[config.mk]
export PLATFORM = sky130hd
export DESIGN_NAME = seqflag_top
export DESIGN_NICKNAME = d
export VERILOG_FILES = /design/src/rtl/seqflag_pkg.sv /design/src/rtl/seqflag_decode.sv /design/src/rtl/seqflag_cell.sv /design/src/rtl/seqflag_results.sv /design/src/rtl/seqflag_rdmux.sv /design/src/rtl/seqflag_top.sv
export SDC_FILE = /design/constraint.sdc
export NUM_CORES = 1
export LEC_CHECK = 0
export BUFFER_PORTS_ARGS = -buffer_cell sky130_fd_sc_hd__buf_2
export CAP_MARGIN = 0
export CORE_ASPECT_RATIO = 1.1
export CORE_MARGIN = 4
export CORE_UTILIZATION = 55
export CTS_BUF_LIST = sky130_fd_sc_hd__clkbuf_4 sky130_fd_sc_hd__clkbuf_8
export DETAILED_ROUTE_END_ITERATION = 12
export PLACE_DENSITY = 0.74
export SETUP_SLACK_MARGIN = 0.1
export SYNTH_ARGS = -nofsm -noshare
export SYNTH_HDL_FRONTEND = slang
export SYNTH_SLANG_ARGS = --single-unit
[constraint.sdc]
create_clock -name clk -period 3.35 [get_ports clk]
set_input_delay 0.5025 -clock clk [delete_from_list [all_inputs] [get_ports clk]]
set_output_delay 0.5025 -clock clk [all_outputs]
set_load 0.02 [all_outputs]
[src/rtl/seqflag_pkg.sv]
package seqflag_pkg;
  // select code of the flag register
  function automatic int sel_flags(input int nslot);
    return nslot;
  endfunction
  // select code of the sequence-start control register
  function automatic int sel_start(input int nslot);
    return nslot + 1;
  endfunction
  // decoded bus access kinds shared by the decode stage
  typedef struct packed {
    logic start;
    logic rd_stat;
  } bus_evt_t;
endpackage

[src/rtl/seqflag_decode.sv]
module seqflag_decode #(
  parameter int NSLOT = 8,
  parameter int SELW  = 4,
  parameter int IDXW  = 3
) (
  input  logic [SELW-1:0]  bus_sel,
  input  logic             bus_rd,
  input  logic             bus_wr,
  input  logic             cv_done,
  input  logic [IDXW-1:0]  cv_slot,
  output seqflag_pkg::bus_evt_t evt,
  output logic [NSLOT-1:0] rd_res,
  output logic [NSLOT-1:0] set_slot
);
  localparam logic [SELW-1:0] SelFlags = SELW'(seqflag_pkg::sel_flags(NSLOT));
  localparam logic [SELW-1:0] SelStart = SELW'(seqflag_pkg::sel_start(NSLOT));

  always_comb begin
    evt.start   = bus_wr && (bus_sel == SelStart);
    evt.rd_stat = bus_rd && (bus_sel == SelFlags);
  end

  for (genvar i = 0; i < NSLOT; i++) begin : g_dec
    assign rd_res[i]   = bus_rd && (bus_sel == SELW'(i));
    assign set_slot[i] = cv_done && (cv_slot == IDXW'(i));
  end
endmodule

[src/rtl/seqflag_cell.sv]
module seqflag_cell (
  input  logic clk,
  input  logic rst_n,
  input  logic set_i,
  input  logic start_i,
  input  logic rd_stat_i,
  input  logic rd_res_i,
  input  logic fast_clr,
  output logic flag_o
);
  logic armed_q;
  logic flag_q;
  logic rd_clr;

  // a result read clears directly in fast mode, or only when armed otherwise
  assign rd_clr = rd_res_i && (fast_clr || armed_q);

  always_ff @(posedge clk or negedge rst_n) begin
    if (!rst_n) begin
      armed_q <= 1'b0;
    end else if (start_i) begin
      armed_q <= 1'b0;
    end else if (rd_stat_i && !fast_clr) begin
      armed_q <= flag_q;
    end else if (rd_res_i) begin
      armed_q <= 1'b0;
    end
  end

  // priority: start clear > set > read-based clear
  always_ff @(posedge clk or negedge rst_n) begin
    if (!rst_n) begin
      flag_q <= 1'b0;
    end else if (start_i) begin
      flag_q <= 1'b0;
    end else if (set_i) begin
      flag_q <= 1'b1;
    end else if (rd_clr) begin
      flag_q <= 1'b0;
    end
  end

  assign flag_o = flag_q;
endmodule

[src/rtl/seqflag_results.sv]
module seqflag_results #(
  parameter int NSLOT = 8,
  parameter int RW    = 10
) (
  input  logic               clk,
  input  logic               rst_n,
  input  logic [NSLOT-1:0]   set_slot,
  input  logic [RW-1:0]      cv_result,
  output logic [NSLOT*RW-1:0] res_flat
);
  for (genvar i = 0; i < NSLOT; i++) begin : g_res
    logic [RW-1:0] word_q;
    always_ff @(posedge clk or negedge rst_n) begin
      if (!rst_n) begin
        word_q <= '0;
      end else if (set_slot[i]) begin
        word_q <= cv_result;
      end
    end
    assign res_flat[i*RW +: RW] = word_q;
  end
endmodule

[src/rtl/seqflag_rdmux.sv]
module seqflag_rdmux #(
  parameter int NSLOT = 8,
  parameter int RW    = 10,
  parameter int SELW  = 4,
  parameter int DW    = 10
) (
  input  logic [SELW-1:0]     bus_sel,
  input  logic [NSLOT-1:0]    flags,
  input  logic [NSLOT*RW-1:0] res_flat,
  output logic [DW-1:0]       rdata
);
  localparam logic [SELW-1:0] SelFlags = SELW'(seqflag_pkg::sel_flags(NSLOT));

  always_comb begin
    rdata = '0;
    if (bus_sel == SelFlags) begin
      rdata = DW'(flags);
    end else begin
      for (int i = 0; i < NSLOT; i++) begin
        if (bus_sel == SELW'(i)) rdata = DW'(res_flat[i*RW +: RW]);
      end
    end
  end
endmodule

[src/rtl/seqflag_top.sv]
module seqflag_top #(
  parameter int NSLOT = 8,
  parameter int RW    = 10,
  localparam int SELW = $clog2(NSLOT + 2),
  localparam int IDXW = (NSLOT > 1) ? $clog2(NSLOT) : 1,
  localparam int DW   = (RW > NSLOT) ? RW : NSLOT
) (
  input  logic             clk,
  input  logic             rst_n,
  input  logic [SELW-1:0]  bus_sel,
  input  logic             bus_rd,
  input  logic             bus_wr,
  output logic [DW-1:0]    bus_rdata,
  input  logic             cv_done,
  input  logic [IDXW-1:0]  cv_slot,
  input  logic [RW-1:0]    cv_result,
  input  logic             fast_clr,
  output logic [NSLOT-1:0] flags_o
);
  seqflag_pkg::bus_evt_t evt;
  logic [NSLOT-1:0]    rd_res;
  logic [NSLOT-1:0]    set_slot;
  logic [NSLOT*RW-1:0] res_flat;

  seqflag_decode #(.NSLOT(NSLOT), .SELW(SELW), .IDXW(IDXW)) u_dec (
    .bus_sel(bus_sel), .bus_rd(bus_rd), .bus_wr(bus_wr),
    .cv_done(cv_done), .cv_slot(cv_slot),
    .evt(evt), .rd_res(rd_res), .set_slot(set_slot)
  );

  for (genvar i = 0; i < NSLOT; i++) begin : g_cell
    seqflag_cell u_cell (
      .clk(clk), .rst_n(rst_n),
      .set_i(set_slot[i]), .start_i(evt.start),
      .rd_stat_i(evt.rd_stat), .rd_res_i(rd_res[i]),
      .fast_clr(fast_clr), .flag_o(flags_o[i])
    );
  end

  seqflag_results #(.NSLOT(NSLOT), .RW(RW)) u_res (
    .clk(clk), .rst_n(rst_n), .set_slot(set_slot),
    .cv_result(cv_result), .res_flat(res_flat)
  );

  seqflag_rdmux #(.NSLOT(NSLOT), .RW(RW), .SELW(SELW), .DW(DW)) u_mux (
    .bus_sel(bus_sel), .flags(flags_o), .res_flat(res_flat), .rdata(bus_rdata)
  );
endmodule

==> summary.txt, run 1 <==
Logic synthesis
  • Post-Synthesis Cells: slightly below 400
  • Synth top cells by count: dfrtp_1 (96), mux2_2 (82), a21oi_1 (19), mux2i_1 (19), nor2_1 (19)
  • Ys async rst share: 100.0%
  • Largest cells by area after synthesis: dfrtp_1 (51%), mux2_2 (20%), mux2i_1 (4.0%)
  • Post-synth EDFFs: 0
  • Yosys cell types: 43
  • Synth Flop Type: dfrtp_1
  • Seq/Total Area, Yosys: between 50 and 60%
  • Yosys warns: 0
  • #FFs+latches synth: 96
  • Mean Syn Cell Area: ~12 µm²
  • Share of the synthesized area in the top cell type: about half
  • Mapped Nets: 408
  • Largest area contributor in the netlist: dfrtp_1
  • Post-Synthesis Cell Area: approximately 4700 µm²
  • Count leader, synth: dfrtp_1

Setup path
  • CP peak stage delay: ~0.63 ns
  • Crit path from: bus_sel[0]
  • CP Class: input port to output pin
  • Crit-path cells: buf_2, buf_4, mux2i_1, mux2i_1, o2111ai_1, o211ai_1, buf_2
  • CP max-delay cell: buf_2
  • Critical Path Source Type: input port
  • Worst R2R Path Depth: 3
  • CP Max Fanout: 35
  • Reg-to-reg startpoint: g_cell[6].u_cell.armed_q
  • Worst Path Arrival: ~2.3 ns
  • Critical Path End Type: output pin
  • Required @ worst endpoint: ~2.9 ns

GRT
  • First-pass GRT wire length: around 17 mm
  • Remaining Overflow, GRT: 0
  • Total track usage: 22.45%
  • Largest net degree at the start of global routing: 68
  • Initial antenna violation count: 0
  • Vias in the first global route: 3325

Die
  • IO Count: just over 40
  • Die width: roughly 96 µm
  • Die H: between 100 and 150 µm
  • Starting Density: 56.29%
  • Area of the core: between 8000 and 9000 µm²
  • Row count: 35
  • Die Area: between 10000 and 15000 µm²

Cells and area
  • FF/Latch Area: between 2000 and 2500 µm²
  • Non-Filler Instances: 527
  • Area Growth Syn to Fin: 9.700%
  • Ant. Diodes: 0
  • Multi-input gate area: around 2100 µm²
  • Layout Nets: between 400 and 500
  • Final-layout fill cell count: about 670
  • Layout cells sized above 1: around two fifths

Drt
  • Pre-antenna DRT Iters: 4
  • Routed Antenna Nets: 0
  • Starting DRT DRC Count: 195
  • Vias per cell: 6.068
  • # DRC: 0
  • Wire per inst: approximately 20 µm
  • Drt total wl: 10.50 mm
  • Routed vias: ~3.2k

Timing
  • Clock Skews: between 0.002 and 0.003 ns
  • Max-Slew Margin vs Limit: roughly 40%
  • Setup_tns: 0 ns
  • Max-slew violation count: 0
  • Setup violators final: 0
  • RSZ-0062 raised after global routing: no
  • Fmax: ~350 MHz
  • Slew @ Worst Pin: between 0.8 and 0.9 ns
  • Final Hold Fails: 0
  • Minimum clock period after layout: between 2 and 3 ns
  • Final worst slack: between 0.5 and 0.6 ns
  • Final worst-path cycle share: between 80 and 90%

Clock tree
  • CTS clock-pin slew for the worst setup and hold paths: ~0.090 ns
  • CTS tree: built
  • Hold_buf cts: 0
  • H-Tree Depth: 3
  • Post_cts resized: 0
  • Num CTS Buffers: 9
  • CTS root buf: clkbuf_8
  • CTS sink cnt: 96
  • Maximum buffer depth of the clock tree: 2
  • Worst skew pair latency: 0.36 ns
  • Post-CTS Setup Repair Bufs: 0

Placed design
  • GP Congestion: between 0.8 and 0.9
  • IO Port Bufs: 40
  • Pre-CTS setup slack: about 0.54 ns
  • Inst Count DP: 511
  • Final HPWL DP: between 6 and 7 mm

Outcome
  • Status: completed

Job
  • Max_cap viols: 0

Power and ir drop
  • Static Leak: around 0.0022 µW
  • Peak VDD IR: ~0.28 mV
  • Power Density: just under 600 nW/µm²

Worst hold path
  • Min-delay worst type: input port to async pin
-- routing by layer --
| metal | share of wire [%] | vias to the layer above | track usage (%) | wire length, µm |
|---|---|---|---|---|
| met5 | 0 | - | 0 | 0 |
| met4 | 2.7 | 0 | 9.553 | 286 |
| met3 | 5.3 | 25 | 4.032 | 557 |
| met2 | 48 | 92 | 34.88 | 5085 |
| met1 | 44 | 1637 | 30.61 | 4574 |
| li1 | - | 1444 | - | - |
-- worst paths after layout --
check,endpoint,slack [ns]
min in group clk,u_res.g_res[4].word_q[4],0.46
worst max-delay path,bus_rdata[5],0.53
worst min-delay path,u_res.g_res[4].word_q[1],0.23
worst max register to register,g_cell[6].u_cell.flag_o,2.50
worst min register to register,u_res.g_res[2].word_q[4],0.51
max in group asynchronous,u_res.g_res[6].word_q[6],2.36
-- critical path, delay by kind of cell --
kind            cells  cell delay [ns]
compound gates      2             0.31
buf+inv             3             1.17
mux                 2             0.32
-- per-stage QoR --
stage | hold slack (ns) | instance area [µm²] | util (%) | total power (µW)
floorplan | 0.2069 | 4708 | - | 2004
global placement | 0.4818 | 4941 | 59.07 | 2137
detailed placement | 0.4916 | 4941 | 59.07 | 2179
CTS | 0.2661 | 5165 | 61.75 | 3016
global route | 0.3086 | 5165 | 61.75 | 3149
finish | 0.2299 | 5165 | 61.75 | 2995
-- cell families (layout without fill, tap and decap cells) --
kind of cell | count (synthesis) | after routing | synth area share, %
mux | 107 | 107 | 26.52
compound gates | 66 | 66 | 9.169
flops | 96 | 96 | 51.02
simple gates | 74 | 74 | 8.425
buf+inv | 42 | 73 | 4.863
-- cell type report --
| cell class | count | area share (%) |
|---|---|---|
| well taps | 111 | 2.689 |
| clock buffers | 10 | 2.544 |
| multi-input cells | 247 | 40.50 |
| flip-flops and latches | 96 | 46.51 |
| repair buffers | 51 | 5.523 |
| clock inverters | 6 | 1.793 |
| inverters | 6 | 0.4360 |
-- flip-flops by register name, indices dropped and copies added (netlist names) --
name,cells
u_res.g_res.word_q,80
g_cell.u_cell.flag_o,8
g_cell.u_cell.armed_q,8
-- power breakdown --
group          internal [µW]  switching, µW  total, µW
logic                    323            283        606
registers               1400            143       1550
clock network            433            411        843
total                   2160            836       3000
-- cell usage in the layout, fill, tap and decap left out, drive strengths merged, types with 2 or more instances in the layout --
| cell type | synthesis | layout |
|---|---|---|
| bufinv | 0 | 2 |
| nand4 | 2 | 2 |
| o31ai | 2 | 2 |
| nor2 | 20 | 20 |
| nand2b | 2 | 2 |
| o21ai | 18 | 18 |
| a22oi | 4 | 4 |
| inv | 6 | 7 |
| o2bb2ai | 2 | 2 |
| a32oi | 2 | 2 |
| mux2 | 82 | 82 |
| o211ai | 2 | 2 |
| nand2 | 16 | 16 |
| nor2b | 8 | 8 |
| nor3b | 3 | 3 |
| nand3 | 7 | 7 |
| nor3 | 5 | 5 |
| and3b | 2 | 2 |
| a32o | 6 | 6 |
| clkbuf | 8 | 10 |
| nand4b | 3 | 3 |
| o21bai | 2 | 2 |
| mux2i | 19 | 19 |
| dfrtp | 96 | 96 |
| clkinvlp | 0 | 2 |
| mux4 | 6 | 6 |
| a22o | 2 | 2 |
| buf | 28 | 51 |
| a21oi | 19 | 19 |
(Power assumes the default switching activity.)
==> run 2: changes to the inputs <==
--- a/config.mk
+++ b/config.mk
@@ -5,6 +5,7 @@
 export SDC_FILE = /design/constraint.sdc
 export NUM_CORES = 1
 export LEC_CHECK = 0
+export ABC_AREA = 1
 export BUFFER_PORTS_ARGS = -buffer_cell sky130_fd_sc_hd__buf_2
 export CAP_MARGIN = 0
 export CORE_ASPECT_RATIO = 1.1
@@ -12,7 +13,7 @@
 export CORE_UTILIZATION = 55
 export CTS_BUF_LIST = sky130_fd_sc_hd__clkbuf_4 sky130_fd_sc_hd__clkbuf_8
 export DETAILED_ROUTE_END_ITERATION = 12
-export PLACE_DENSITY = 0.74
+export PLACE_DENSITY = 0.78
 export SETUP_SLACK_MARGIN = 0.1
 export SYNTH_ARGS = -nofsm -noshare
 export SYNTH_HDL_FRONTEND = slang
==> constraint.sdc (replaced) <==
create_clock -name clk -period 2.5 [get_ports clk]
set_input_delay 0.375 -clock clk [delete_from_list [all_inputs] [get_ports clk]]
set_output_delay 0.375 -clock clk [all_outputs]
set_load 0.02 [all_outputs]
==> summary.txt, run 2 <==
Cells and area
  • Area Growth Syn to Fin: 10.34%
  • Most frequent cells in the layout: nand2_1 (158), dfrtp_1 (96), o21ai_0 (92), nor2_1 (44), inv_1 (43)
  • Layout cells sized above 1: 13.22%
  • Max reg flops: 80
  • Util after Layout: 62.24%
  • Most common cell after layout, fill and taps aside: nand2_1
  • Layout Nets: around 600
  • Ant. Diodes: 0
  • Top reg by flops: u_res.g_res.word_q

Logic synthesis
  • Post-Synthesis Cell Area: roughly 4500 µm²
  • Post-synth EDFFs: 0
  • #FFs+latches synth: 96
  • Largest cells by area after synthesis: dfrtp_1 (54%), nand2_1 (13%), o21ai_0 (10%)
  • Post-Synthesis Cells: ~560
  • Yosys warns: 0
  • Yosys cell types: 24
  • Largest area contributor in the netlist: dfrtp_1
  • Ys async rst share: 100.0%
  • Mean Syn Cell Area: between 8 and 9 µm²
  • Count leader, synth: nand2_1
  • Share of the synthesized area in the top cell type: between 50 and 60%
  • Mapped Nets: approximately 580
  • Seq/Total Area, Yosys: a little over half
  • Synth Flop Type: dfrtp_1
  • Synth top cells by count: nand2_1 (158), dfrtp_1 (96), o21ai_0 (92)

Drt
  • Wire per inst: between 15 and 20 µm
  • # DRC: 0
  • Drt total wl: about 11 mm
  • Starting DRT DRC Count: ~300
  • Vias per cell: between 5 and 6
  • Pre-antenna DRT Iters: 5
  • Routed vias: between 3k and 4k
  • Routed Antenna Nets: 0

Power and ir drop
  • Final Power: between 3000 and 4000 µW
  • Peak VDD IR: ~0.35 mV
  • Power Density: 748.3 nW/µm²
  • Static Leak: roughly 0.0024 µW

Timing
  • Max-slew violation count: 0
  • Max-Slew Margin vs Limit: around 47%
  • Slew @ Worst Pin: 0.7970 ns
  • RSZ-0062 raised after global routing: no
  • Final Hold Fails: 0
  • Setup violators final: 0
  • Setup_tns: 0 ns
  • Fmax: approximately 470 MHz
  • Clock Skews: ~0.0065 ns
  • Minimum clock period after layout: approximately 2.1 ns
  • Final worst-path cycle share: approximately 86%
  • WHS: between 0.2 and 0.25 ns

GRT
  • Vias in the first global route: roughly 3.6k
  • Remaining Overflow, GRT: 0
  • First-pass GRT wire length: roughly 18 mm
  • Largest net degree at the start of global routing: 33
  • Initial antenna violation count: 0
  • Total track usage: between 20% and 30%

Setup path
  • CP Max Fanout: 13
  • Worst Path Arrival: approximately 1.8 ns
  • Required @ worst endpoint: 2.12 ns
  • CP Class: input port to output pin
  • Worst R2R Path Depth: 3
  • Critical Path End Type: output pin
  • Critical Path Source Type: input port

Die
  • IO Count: 41
  • Area of the core: 7913 µm²
  • Die width: between 90 and 100 µm
  • Starting Density: a little under three fifths
  • Die H: roughly 100 µm
  • Die Area: ~9600 µm²
  • Row count: 34

Clock tree
  • Num CTS Buffers: 9
  • Post-CTS Setup Repair Bufs: 0
  • CTS sink cnt: 96
  • CTS clock-pin slew for the worst setup and hold paths: 0.09 ns
  • CTS root buf: clkbuf_8
  • Maximum buffer depth of the clock tree: 2
  • Worst skew pair latency: around 0.36 ns
  • H-Tree Depth: 3
  • CTS tree: built
  • Post_cts resized: 0

Placed design
  • GP Congestion: 0.8595
  • Final HPWL DP: around 8.0 mm
  • IO Port Bufs: 40

Worst hold path
  • Hold depth: 3
  • Min-delay worst type: input port to register

Job
  • Max_cap viols: 0

Outcome
  • Status: completed
[run 2: cell count changes after synthesis, sizes merged, moves of 10 or more]
| cell | delta |
|---|---|
| a21oi | -10 |
| buf | -14 |
| inv | +40 |
| mux2 | -82 |
| mux2i | -19 |
| nand2 | +144 |
| nand3 | +33 |
| nor2 | +30 |
| o21ai | +78 |
[run 2: per-layer routing]
metal / up-vias / GRT usage, % / wire length (µm)
met2: 144 / 43.09 / 5660
met1: 1861 / 32.23 / 4693
li1: 1855 / - / -
met3: 30 / 3.535 / 638
met4: 0 / 8.667 / 334
met5: - / 0 / 0
[run 2: logic make-up (layout without fill, tap and decap cells)]
kind of cell | after synthesis | after routing | synth area share (%)
AO/OA/AOI/OAI | 117 | 117 | 13.54
buffers and inverters | 78 | 113 | 7.569
flip-flops | 96 | 96 | 53.83
AND/OR/NAND/NOR | 264 | 264 | 25.06
[run 2: final timing paths]
path | from | end | slack (ns)
max | bus_sel[0] | bus_rdata[5] | 0.36
min | cv_result[9] | u_res.g_res[7].word_q[9] | 0.24
max reg2reg | g_cell[0].u_cell.armed_q | g_cell[0].u_cell.flag_o | 1.63
min reg2reg | u_res.g_res[3].word_q[3] | u_res.g_res[3].word_q[3] | 0.49
max in group asynchronous | rst_n | u_res.g_res[4].word_q[3] | 1.30
min in group asynchronous | rst_n | u_res.g_res[1].word_q[7] | 0.49
[run 2: what timing repair did]
item	in CTS	in global routing
setup endpoints to repair	0	0
hold buffers	1	0
endpoints found under the hold margin	29	0
[run 2: power breakdown]
part | leakage, µW | switching, µW | internal (µW) | total [µW]
registers | 0.00121 | 177 | 1840 | 2010
clock network | 0.0000996 | 536 | 515 | 1050
logic | 0.00112 | 399 | 221 | 620
[run 2: cell type report]
class                   count  area [µm²]
well taps                 108       135.1
repair buffers             50       280.3
multi-input cells         381        1723
flip-flops and latches     96        2402
fillers                   702        2988
clock buffers              12       152.6
inverters                  47       177.7
clock inverters             4       53.80
[run 2: critical path, stage by stage]
cell and delay [ns]:
buf_2 0.13, nor2_1 0.32, nand2_1 0.25, inv_2 0.26, nand2_1 0.14, nand2_1 0.11, buf_2 0.17
[run 2: per-stage QoR]
| step | area, µm² | setup slack, ns | std cells |
|---|---|---|---|
| after floorplan | 4463 | 0.8763 | 555 |
| after global placement | 4708 | 0.3520 | 681 |
| after detailed placement | 4708 | 0.4074 | 681 |
| after CTS | 4925 | 0.3988 | 698 |
| after global routing | 4925 | 0.1777 | 698 |
| final | 4925 | 0.3623 | 698 |
